File: src/rtl/cmdseq_pkg.sv
package cmdseq_pkg;

    localparam logic [7:0] FIS_REG_H2D = 8'h27;
    localparam logic [7:0] FIS_REG_D2H = 8'h34;
    localparam logic [7:0] FIS_DMA_ACT = 8'h39;
    localparam logic [7:0] FIS_DATA    = 8'h46;

    localparam logic [7:0] OPC_READ_EXT  = 8'h25;
    localparam logic [7:0] OPC_WRITE_EXT = 8'h35;

    localparam logic [7:0] H2D_CMD_FLAG  = 8'h80;
    localparam logic [7:0] DEV_LBA_MODE  = 8'h40;
    localparam int         H2D_DWORDS    = 5;

    typedef enum logic [2:0] {
        ST_IDLE,
        ST_WAIT_SECT,
        ST_CMD,
        ST_WAIT_DEV,
        ST_DATA_HDR,
        ST_DATA_BODY
    } seq_state_t;

endpackage

File: src/rtl/cmdseq_h2d_fmt.sv
module cmdseq_h2d_fmt
    import cmdseq_pkg::*;
#(
    parameter int CNT_W = 16
) (
    input  logic [2:0]       idx,
    input  logic             is_write,
    input  logic [47:0]      lba,
    input  logic [CNT_W-1:0] count,
    output logic [31:0]      dword,
    output logic             last
);
    logic [7:0] opcode;

    always_comb begin
        opcode = is_write ? OPC_WRITE_EXT : OPC_READ_EXT;
        unique case (idx)
            3'd0:    dword = {8'h00, opcode, H2D_CMD_FLAG, FIS_REG_H2D};
            3'd1:    dword = {DEV_LBA_MODE, lba[23:0]};
            3'd2:    dword = {8'h00, lba[47:24]};
            3'd3:    dword = 32'(count);
            default: dword = 32'h0;
        endcase
        last = (idx == 3'(H2D_DWORDS - 1));
    end

endmodule

File: src/rtl/cmdseq_rx_decode.sv
module cmdseq_rx_decode
    import cmdseq_pkg::*;
(
    input  logic        rx_valid,
    input  logic        rx_sof,
    input  logic [31:0] rx_data,
    output logic        is_act,
    output logic        is_d2h,
    output logic        d2h_err
);
    logic head;

    always_comb begin
        head    = rx_valid && rx_sof;
        is_act  = head && (rx_data[7:0] == FIS_DMA_ACT);
        is_d2h  = head && (rx_data[7:0] == FIS_REG_D2H);
        d2h_err = rx_data[16];
    end

endmodule

File: src/rtl/cmdseq_xfer_cnt.sv
module cmdseq_xfer_cnt #(
    parameter int CNT_W     = 16,
    parameter int SECTOR_DW = 128,
    parameter int MAX_SECT  = 16
) (
    input  logic             clk,
    input  logic             rst_n,
    input  logic             load,
    input  logic [CNT_W-1:0] count,
    input  logic             fis_start,
    input  logic             pop,
    output logic             fis_last,
    output logic             rem_zero,
    output logic             sect_start
);
    localparam int OFF_W  = $clog2(SECTOR_DW);
    localparam int REM_W  = CNT_W + OFF_W;
    localparam int MAX_DW = MAX_SECT * SECTOR_DW;
    localparam int FIS_W  = $clog2(MAX_DW) + 1;

    logic [REM_W-1:0] rem_dw;
    logic [FIS_W-1:0] fis_left;
    logic [OFF_W-1:0] sect_off;

    always_ff @(posedge clk or negedge rst_n) begin
        if (!rst_n) begin
            rem_dw   <= '0;
            fis_left <= '0;
            sect_off <= '0;
        end else begin
            if (load) begin
                rem_dw   <= {count, {OFF_W{1'b0}}};
                sect_off <= '0;
            end else if (pop) begin
                rem_dw   <= rem_dw - 1'b1;
                sect_off <= sect_off + 1'b1;
            end
            if (fis_start) begin
                fis_left <= (rem_dw > REM_W'(MAX_DW)) ? FIS_W'(MAX_DW)
                                                      : rem_dw[FIS_W-1:0];
            end else if (pop) begin
                fis_left <= fis_left - 1'b1;
            end
        end
    end

    assign fis_last   = (fis_left == FIS_W'(1));
    assign rem_zero   = (rem_dw == '0);
    assign sect_start = (sect_off == '0);

endmodule

File: src/rtl/cmdseq_top.sv
module cmdseq_top
    import cmdseq_pkg::*;
#(
    parameter int CNT_W     = 16,
    parameter int SECTOR_DW = 128,
    parameter int MAX_SECT  = 16
) (
    input  logic             clk,
    input  logic             rst_n,
    input  logic             op_valid,
    input  logic             op_write,
    input  logic [47:0]      op_lba,
    input  logic [CNT_W-1:0] op_count,
    output logic             op_ready,
    output logic             busy,
    output logic             done,
    output logic             err,
    input  logic             ubuf_sector_ready,
    input  logic [31:0]      ubuf_data,
    output logic             ubuf_rd,
    input  logic             wf_full,
    output logic             wf_valid,
    output logic [31:0]      wf_data,
    output logic             wf_last,
    input  logic             rx_valid,
    input  logic             rx_sof,
    input  logic [31:0]      rx_data
);
    seq_state_t       st_q, st_d;
    logic [2:0]       idx_q;
    logic             wr_q;
    logic [47:0]      lba_q;
    logic [CNT_W-1:0] cnt_q;
    logic             done_q, err_q;

    logic [31:0] cmd_dw;
    logic        cmd_last;
    logic        rx_act, rx_d2h, rx_err;
    logic        fis_last, rem_zero, sect_start;
    logic        accept, fis_start, can_pop;

    cmdseq_h2d_fmt #(.CNT_W(CNT_W)) u_fmt (
        .idx      (idx_q),
        .is_write (wr_q),
        .lba      (lba_q),
        .count    (cnt_q),
        .dword    (cmd_dw),
        .last     (cmd_last)
    );

    cmdseq_rx_decode u_rx (
        .rx_valid (rx_valid),
        .rx_sof   (rx_sof),
        .rx_data  (rx_data),
        .is_act   (rx_act),
        .is_d2h   (rx_d2h),
        .d2h_err  (rx_err)
    );

    cmdseq_xfer_cnt #(
        .CNT_W     (CNT_W),
        .SECTOR_DW (SECTOR_DW),
        .MAX_SECT  (MAX_SECT)
    ) u_cnt (
        .clk        (clk),
        .rst_n      (rst_n),
        .load       (accept),
        .count      (op_count),
        .fis_start  (fis_start),
        .pop        (ubuf_rd),
        .fis_last   (fis_last),
        .rem_zero   (rem_zero),
        .sect_start (sect_start)
    );

    assign accept    = (st_q == ST_IDLE) && op_valid;
    assign fis_start = (st_q == ST_WAIT_DEV) && (st_d == ST_DATA_HDR);
    assign can_pop   = sect_start ? ubuf_sector_ready : 1'b1;

    // next-state logic
    always_comb begin
        st_d = st_q;
        unique case (st_q)
            ST_IDLE: begin
                if (op_valid) st_d = op_write ? ST_WAIT_SECT : ST_CMD;
            end
            ST_WAIT_SECT: begin
                if (ubuf_sector_ready) st_d = ST_CMD;
            end
            ST_CMD: begin
                if (!wf_full && cmd_last) st_d = ST_WAIT_DEV;
            end
            ST_WAIT_DEV: begin
                if (rx_d2h) st_d = ST_IDLE;
                else if (rx_act && wr_q && !rem_zero) st_d = ST_DATA_HDR;
            end
            ST_DATA_HDR: begin
                if (!wf_full) st_d = ST_DATA_BODY;
            end
            ST_DATA_BODY: begin
                if (ubuf_rd && fis_last) st_d = ST_WAIT_DEV;
            end
            default: st_d = ST_IDLE;
        endcase
    end

    // outputs
    always_comb begin
        wf_valid = 1'b0;
        wf_data  = 32'h0;
        wf_last  = 1'b0;
        ubuf_rd  = 1'b0;
        unique case (st_q)
            ST_CMD: begin
                wf_valid = 1'b1;
                wf_data  = cmd_dw;
                wf_last  = cmd_last;
            end
            ST_DATA_HDR: begin
                wf_valid = 1'b1;
                wf_data  = {24'h0, FIS_DATA};
            end
            ST_DATA_BODY: begin
                wf_valid = can_pop;
                wf_data  = ubuf_data;
                wf_last  = fis_last;
                ubuf_rd  = can_pop && !wf_full;
            end
            default: ;
        endcase
    end

    // state register
    always_ff @(posedge clk or negedge rst_n) begin
        if (!rst_n) begin
            st_q   <= ST_IDLE;
            idx_q  <= '0;
            wr_q   <= 1'b0;
            lba_q  <= '0;
            cnt_q  <= '0;
            done_q <= 1'b0;
            err_q  <= 1'b0;
        end else begin
            st_q <= st_d;
            if (accept) begin
                wr_q  <= op_write;
                lba_q <= op_lba;
                cnt_q <= op_count;
                idx_q <= '0;
            end else if (st_q == ST_CMD && !wf_full) begin
                idx_q <= idx_q + 1'b1;
            end
            done_q <= (st_q == ST_WAIT_DEV) && rx_d2h;
            err_q  <= (st_q == ST_WAIT_DEV) && rx_d2h && rx_err;
        end
    end

    assign op_ready = (st_q == ST_IDLE);
    assign busy     = (st_q != ST_IDLE);
    assign done     = done_q;
    assign err      = err_q;

endmodule

File: config.mk
export PLATFORM = sky130hd
export DESIGN_NAME = cmdseq_top
export DESIGN_NICKNAME = d
export VERILOG_FILES = /design/src/rtl/cmdseq_pkg.sv /design/src/rtl/cmdseq_h2d_fmt.sv /design/src/rtl/cmdseq_rx_decode.sv /design/src/rtl/cmdseq_xfer_cnt.sv /design/src/rtl/cmdseq_top.sv
export SDC_FILE = /design/constraint.sdc
export NUM_CORES = 1
export LEC_CHECK = 0
export BUFFER_PORTS_ARGS = -buffer_cell sky130_fd_sc_hd__buf_2
export CAP_MARGIN = 10
export CORE_MARGIN = 4
export CORE_UTILIZATION = 45
export DETAILED_ROUTE_END_ITERATION = 8
export GPL_TIMING_DRIVEN = 0
export PLACE_DENSITY = 0.73
export SYNTH_ARGS = -nofsm -noshare
export SYNTH_HDL_FRONTEND = slang
export SYNTH_SLANG_ARGS = --single-unit
File: constraint.sdc
create_clock -name clk -period 2.8 [get_ports clk]
set_input_delay 0.42 -clock clk [delete_from_list [all_inputs] [get_ports clk]]
set_output_delay 0.42 -clock clk [all_outputs]
set_load 0.03 [all_outputs]
=== Yosys cells after proc, flatten, opt, wreduce, memory -nomap -nowiden ===
Cells that the tools add are included.

* Order comparisons: 1
* Add/sub/neg operators: 4
* Equal/unequal tests: 13
* Multiplexer cells: 25
* Reduce and logical (&&, ||, !) cells: 24

{| class="wikitable"
|+ Operator list
! operator !! count
|-
| 31-bit one-hot mux with 4 select lines || 1
|-
| 32-bit one-hot mux with 3 select lines || 1
|-
| 23-bit 2-to-1 mux || 2
|-
| 12-bit 2-to-1 mux || 3
|-
| 3-bit 2-to-1 mux || 9
|-
| 23-bit by 12-bit greater-than comparator with 1-bit output (second input constant) || 1
|-
| 23-bit logical NOT || 1
|-
| 23-bit by 1-bit subtractor with 23-bit output (second input constant) || 1
|-
| 3-bit one-hot mux with 6 select lines || 1
|-
| 8-bit by 6-bit equality test with 1-bit output (second input constant) || 2
|-
| 7-bit 2-to-1 mux || 2
|-
| 1-bit logical AND || 13
|-
| 12-bit by 1-bit equality test with 1-bit output (second input constant) || 1
|-
| 3-bit by 2-bit equality test with 1-bit output (second input constant) || 4
|-
| 3-bit equality test (second input constant) || 4
|-
| 12-bit by 1-bit subtractor with 12-bit output (second input constant) || 1
|-
| 7-bit by 1-bit adder with 7-bit output (second input constant) || 1
|-
| 7-bit logical NOT || 1
|-
| 3-bit by 1-bit equality test with 1-bit output (second input constant) || 2
|-
| 3-bit logical NOT || 2
|-
| 2-bit nonzero test || 3
|-
| 5-bit 2-to-1 mux || 1
|-
| 1-bit one-hot mux with 2 select lines || 2
|-
| 3-bit by 1-bit adder with 3-bit output (second input constant) || 1
|-
| 5 further kinds || 7
|}

* Output and inout port bits: 39
* Word-level logic and storage cells: 77
* Input port bits: 136
* Bits in registers: 115

=== Depth between registers and ports, before layout ===
* Word-level depth: 10
* Mapped depth: 9
* Gate-level depth less buffers: 8

=== Hierarchy ===
From an unflattened synthesis, not the netlist that was laid out.

* Cells, all modules: 590
* Area total of the unflattened synthesis: 6454.9 um^2

{| class="wikitable"
|+ Modules (own cells, without submodules)
! module !! area an instance (um^2) !! seq. area each (um^2) !! instances !! cells an instance
|-
| cmdseq_top || 3286.9 || 1826.8 || 1 || 235
|-
| cmdseq_xfer_cnt || 2423.6 || 1051.0 || 1 || 252
|-
| cmdseq_h2d_fmt || 699.4 || 0.0 || 1 || 96
|-
| cmdseq_rx_decode || 45.0 || 0.0 || 1 || 7
|}

=== Worst setup path after synthesis ===
OpenSTA, ideal clock, no wires.

* Kind: reg-to-output
* From: register idx_q[0]
* To: output wf_data[0]
* Data required time: 2.380 ns
* Cell stages (with the launch flop): 7
* Data arrival time: 2.180 ns
* Setup slack: 0.200 ns
* Buffers on the path: 2
* Path through: dfrtp_1 > ha_1 > ha_1 > clkbuf_1 > o41ai_1 > clkbuf_1 > o21ai_0

* Longest elaborated chain between the ends: 3
* Elaborated cells between the ends (all ways): 6
* Classes of those cells: eq/ne: 3; mux: 2; reduce/logical: 1

{| class="wikitable"
|+ Ends and longest elaborated chain
! item !! line !! text
|-
| from (decl) || cmdseq_top.sv:30 || <nowiki>logic [2:0] idx_q;</nowiki>
|-
| from (signal assigned) || cmdseq_top.sv:151 || <nowiki>idx_q <= idx_q + 1'b1;</nowiki>
|-
| 3-bit by 2-bit equality test with 1-bit output, or another cell as far along || cmdseq_h2d_fmt.sv:17 || <nowiki>unique case (idx)</nowiki>
|-
| 31-bit one-hot mux with 4 select lines (*) || cmdseq_h2d_fmt.sv:17 ||
|-
| 32-bit one-hot mux with 3 select lines (*) || cmdseq_top.sv:113 || <nowiki>unique case (st_q)</nowiki>
|-
| to (decl) || cmdseq_top.sv:23 || <nowiki>output logic [31:0] wf_data,</nowiki>
|}

Mark *: on every way between the ends. The rest lies on a longest branch, timed or not.

=== Worst setup path after layout ===
* From: register idx_q[0]
* To: output wf_data[8]

The elaborated chain is that of the path after synthesis.

==> results.md <==
- RSZ-0062 raised after global routing: true
- Vias in the first global route: between 5000 and 6000
- Worst Setup End Kind: output pin
- Final #Nets: about 1000
- Post-synthesis cell area: just under 6000 um^2
- Ys Warns: 0
- Fin worst setup slack: 70.1 ps
- Largest net degree at the start of global routing: 89
- DR iter-0 viols: 488
- Slowest stage delay, CP: about 420 ps
- Port Buffer Count: 151
- Crit share post-route: between 90% and 100%
- Synth Instances: 684
- CTS sink cnt: ~120
- Global-route usage over all layers: between 20 and 30%
- DRT antenna net count: 0
- Least-Margin Pin Slew: between 600 and 700 ps
- DP Worst Slack: -464 ps
- Kind of cell with the highest combined delay on the critical path: buffers and inverters
- Reg clk slew, reported paths: ~50 ps
- Status: complete, no violations
- Drt via density: between 5 and 6
- Post-synth EDFFs: 0
- Final setup violation count: 0
- Root buffer cell: clkbuf_16
- First-pass detailed-route iteration total: 5
- Top Ports: 175
- Worst Setup Start Kind: flop
- CP Class: reg -> out
- # rows: 41
- Die W: ~120 um
- Max-slew headroom: 55.1%
- DP HPWL: approximately 13000 um
- CP max-delay cell: dfrtp_1
- Core Region: 12700 um^2
- Ant diodes: 0
- Internal reg-to-reg setup slack: about 260 ps
- WHS: around 180 ps
- Clk_skew: roughly 8 ps
- Endpoints failing hold: 0
- Vias: 5667
- Fmax: 366 MHz
- Pins Over Slew Limit: 0
- Worst vdd ir: a little under 600 uV
- Max_cap viols: 0
- Initial antenna violation count: 0
- Die ar.: around 15000 um^2
- Clk_lat worst skew: about 420 ps
- DRC: 0
- First-pass GRT wire length: around 29000 um
- Critical Path, Cell by Cell: ha_1 -> nor2b_1 -> clkbuf_8 -> o41ai_4 -> buf_4 -> clkbuf_16 -> o21ai_0 -> buf_2
- Bufs on Longest Clock Path: 2
- Pwr Density: about 1000 nW/um^2
- RePlAce Congestion: about 0.87
- Asr flop ratio synth: between 90% and 100%
- Min Tclk post-route: around 2700 ps
- Leak: ~3.9 nW
- Die height: between 100 and 150 um
- H-tree Lvls: 4
- Area Growth Syn to Fin: 31.0%
- Final wirelength: approximately 18000 um
- Crit path buffers/inverters: 4
- Crit Path Max Fanout: 10
- Main synth FF type: dfrtp_1
- Post-synth cell types: 64
- Fillers: 1164
- CP arrival: between 2000 and 2500 ps
- Worst EP required: between 2000 and 2500 ps
- Flops & latches, synth: 115
- Hold Path Class: in -> reg
- TritonCTS clock tree: done
- Initial Utilization: 46.5%
- Sequential cell area fraction in the yosys report: about 49%
- CTS buffer count: 17
- Wirelength per Cell: 17.7 um
- Post-Syn Nets: 830
- Share of layout cells above drive strength 1: 26.1%
- Global route overflow: 0
- Syn Area/Cell: between 8 and 9 um^2
through the flow:
step	cells	setup TNS, ps	utilization [%]	power (mW)	instance area (um^2)
floorplan	684	0	-	4.37	5920
CTS	1042	0	60.5	7.96	7690
global route	1042	-127	60.9	8.50	7750
global placement	1007	-15530	54.1	5.23	6890
detailed placement	1008	-7520	54.4	5.29	6920
finish	1042	0	60.9	8.04	7750
placed cells by master, fill, tap and decap left out, types with 15 or more instances in the layout:
master,instances
clkbuf_16,18
buf_2,137
nor2_1,34
dfrtp_1,113
a21oi_1,15
xor2_1,16
o21ai_0,39
buf_4,21
clkbuf_1,22
nand2_1,231
per-layer routing:
metal	part of all wire, %	vias to the layer above	wire length (um)	global-route usage (%)
li1	-	2700	-	-
met5	0	-	0	0
met1	42	2709	7740	32.7
met4	2.9	0	531	9.73
met2	48	217	8740	40.0
met3	7.5	41	1390	7.93
kinds of logic after synthesis:
kind of cell               share of synthesized area (%)
and+or+nand+nor                                     26.2
AOI/OAI and AO/OA                                   14.7
DFF                                                 48.6
buffers and inverters                               3.87
xor gates and xnor gates                            4.29
adders and majority gates                           2.12
muxes                                              0.169
registers in the layout, indices dropped and copies added, names as in the netlist:
| register | count |
|---|---|
| cnt_q | 16 |
| done | 1 |
| err | 1 |
| idx_q | 3 |
| lba_q | 48 |
| st_q | 3 |
| u_cnt.fis_left | 12 |
| u_cnt.rem_dw | 23 |
| u_cnt.sect_off | 7 |
| wr_q | 1 |
Yosys cell counts, types with 4 or more instances:
master	count	area share, %
or4_1	4	0.51
a221o_1	11	1.9
a222oi_1	11	1.9
and3_1	4	0.42
a21oi_1	15	1.3
nor2_1	34	2.2
nand3_1	8	0.68
o21ai_0	48	4.1
ha_1	10	2.1
nor4_1	11	1.2
xor2_1	16	2.4
nor2b_1	5	0.53
dfrtp_1	115	49
a22oi_1	4	0.51
and2_1	10	1.1
xnor2_1	13	1.9
nand2b_1	4	0.42
inv_1	15	0.95
o21ai_1	7	0.59
a221oi_1	5	0.74
nand2_1	231	15
nand4_1	4	0.42
clkbuf_1	33	2.1
nor3_1	6	0.51
worst min-delay path, cell delays in order:
cell and delay, ps:
buf_2 70, nand2_1 40, nand2_1 40
report_power, final:
part / leakage, nW / total (mW) / internal (mW) / switching (mW)
combinational: 2.08 / 2.97 / 1.13 / 1.84
sequential: 1.47 / 2.68 / 2.24 / 0.438
clock: 0.311 / 2.39 / 1.62 / 0.766
total: 3.86 / 8.04 / 4.99 / 3.05
path summary, 6_finish.rpt:
kind	from	end	cells after the start
max	idx_q[0]	wf_data[8]	8
min reg2reg	lba_q[17]	lba_q[17]	2
max reg2reg	u_cnt.sect_off[0]	u_cnt.rem_dw[16]	9
min	op_lba[10]	lba_q[10]	3
min in group asynchronous	rst_n	u_cnt.fis_left[6]	2
max in group asynchronous	rst_n	lba_q[46]	3
final cells by class:
cell class	instances	area [um^2]	share of cell area, %
clock inverters	9	176	2.28
plain buffers	37	218	2.81
flip-flops and latches	115	2880	37.2
inverters	16	60.1	0.775
well taps	172	215	2.78
multi-input cells	512	2860	36.9
clock buffers	23	468	6.04
repair buffers	158	875	11.3
what timing repair did:
action | CTS | global route
endpoints found under the setup margin | 26 | 42
buffers inserted | 3 | 1
hold buffers | 1 | 0
resized for setup | 33 | 36
hold endpoints to repair | 27 | 0
pin swaps | 2 | 1
gates cloned | 1 | 0
Note: power is estimated with default switching activity, not from simulation.
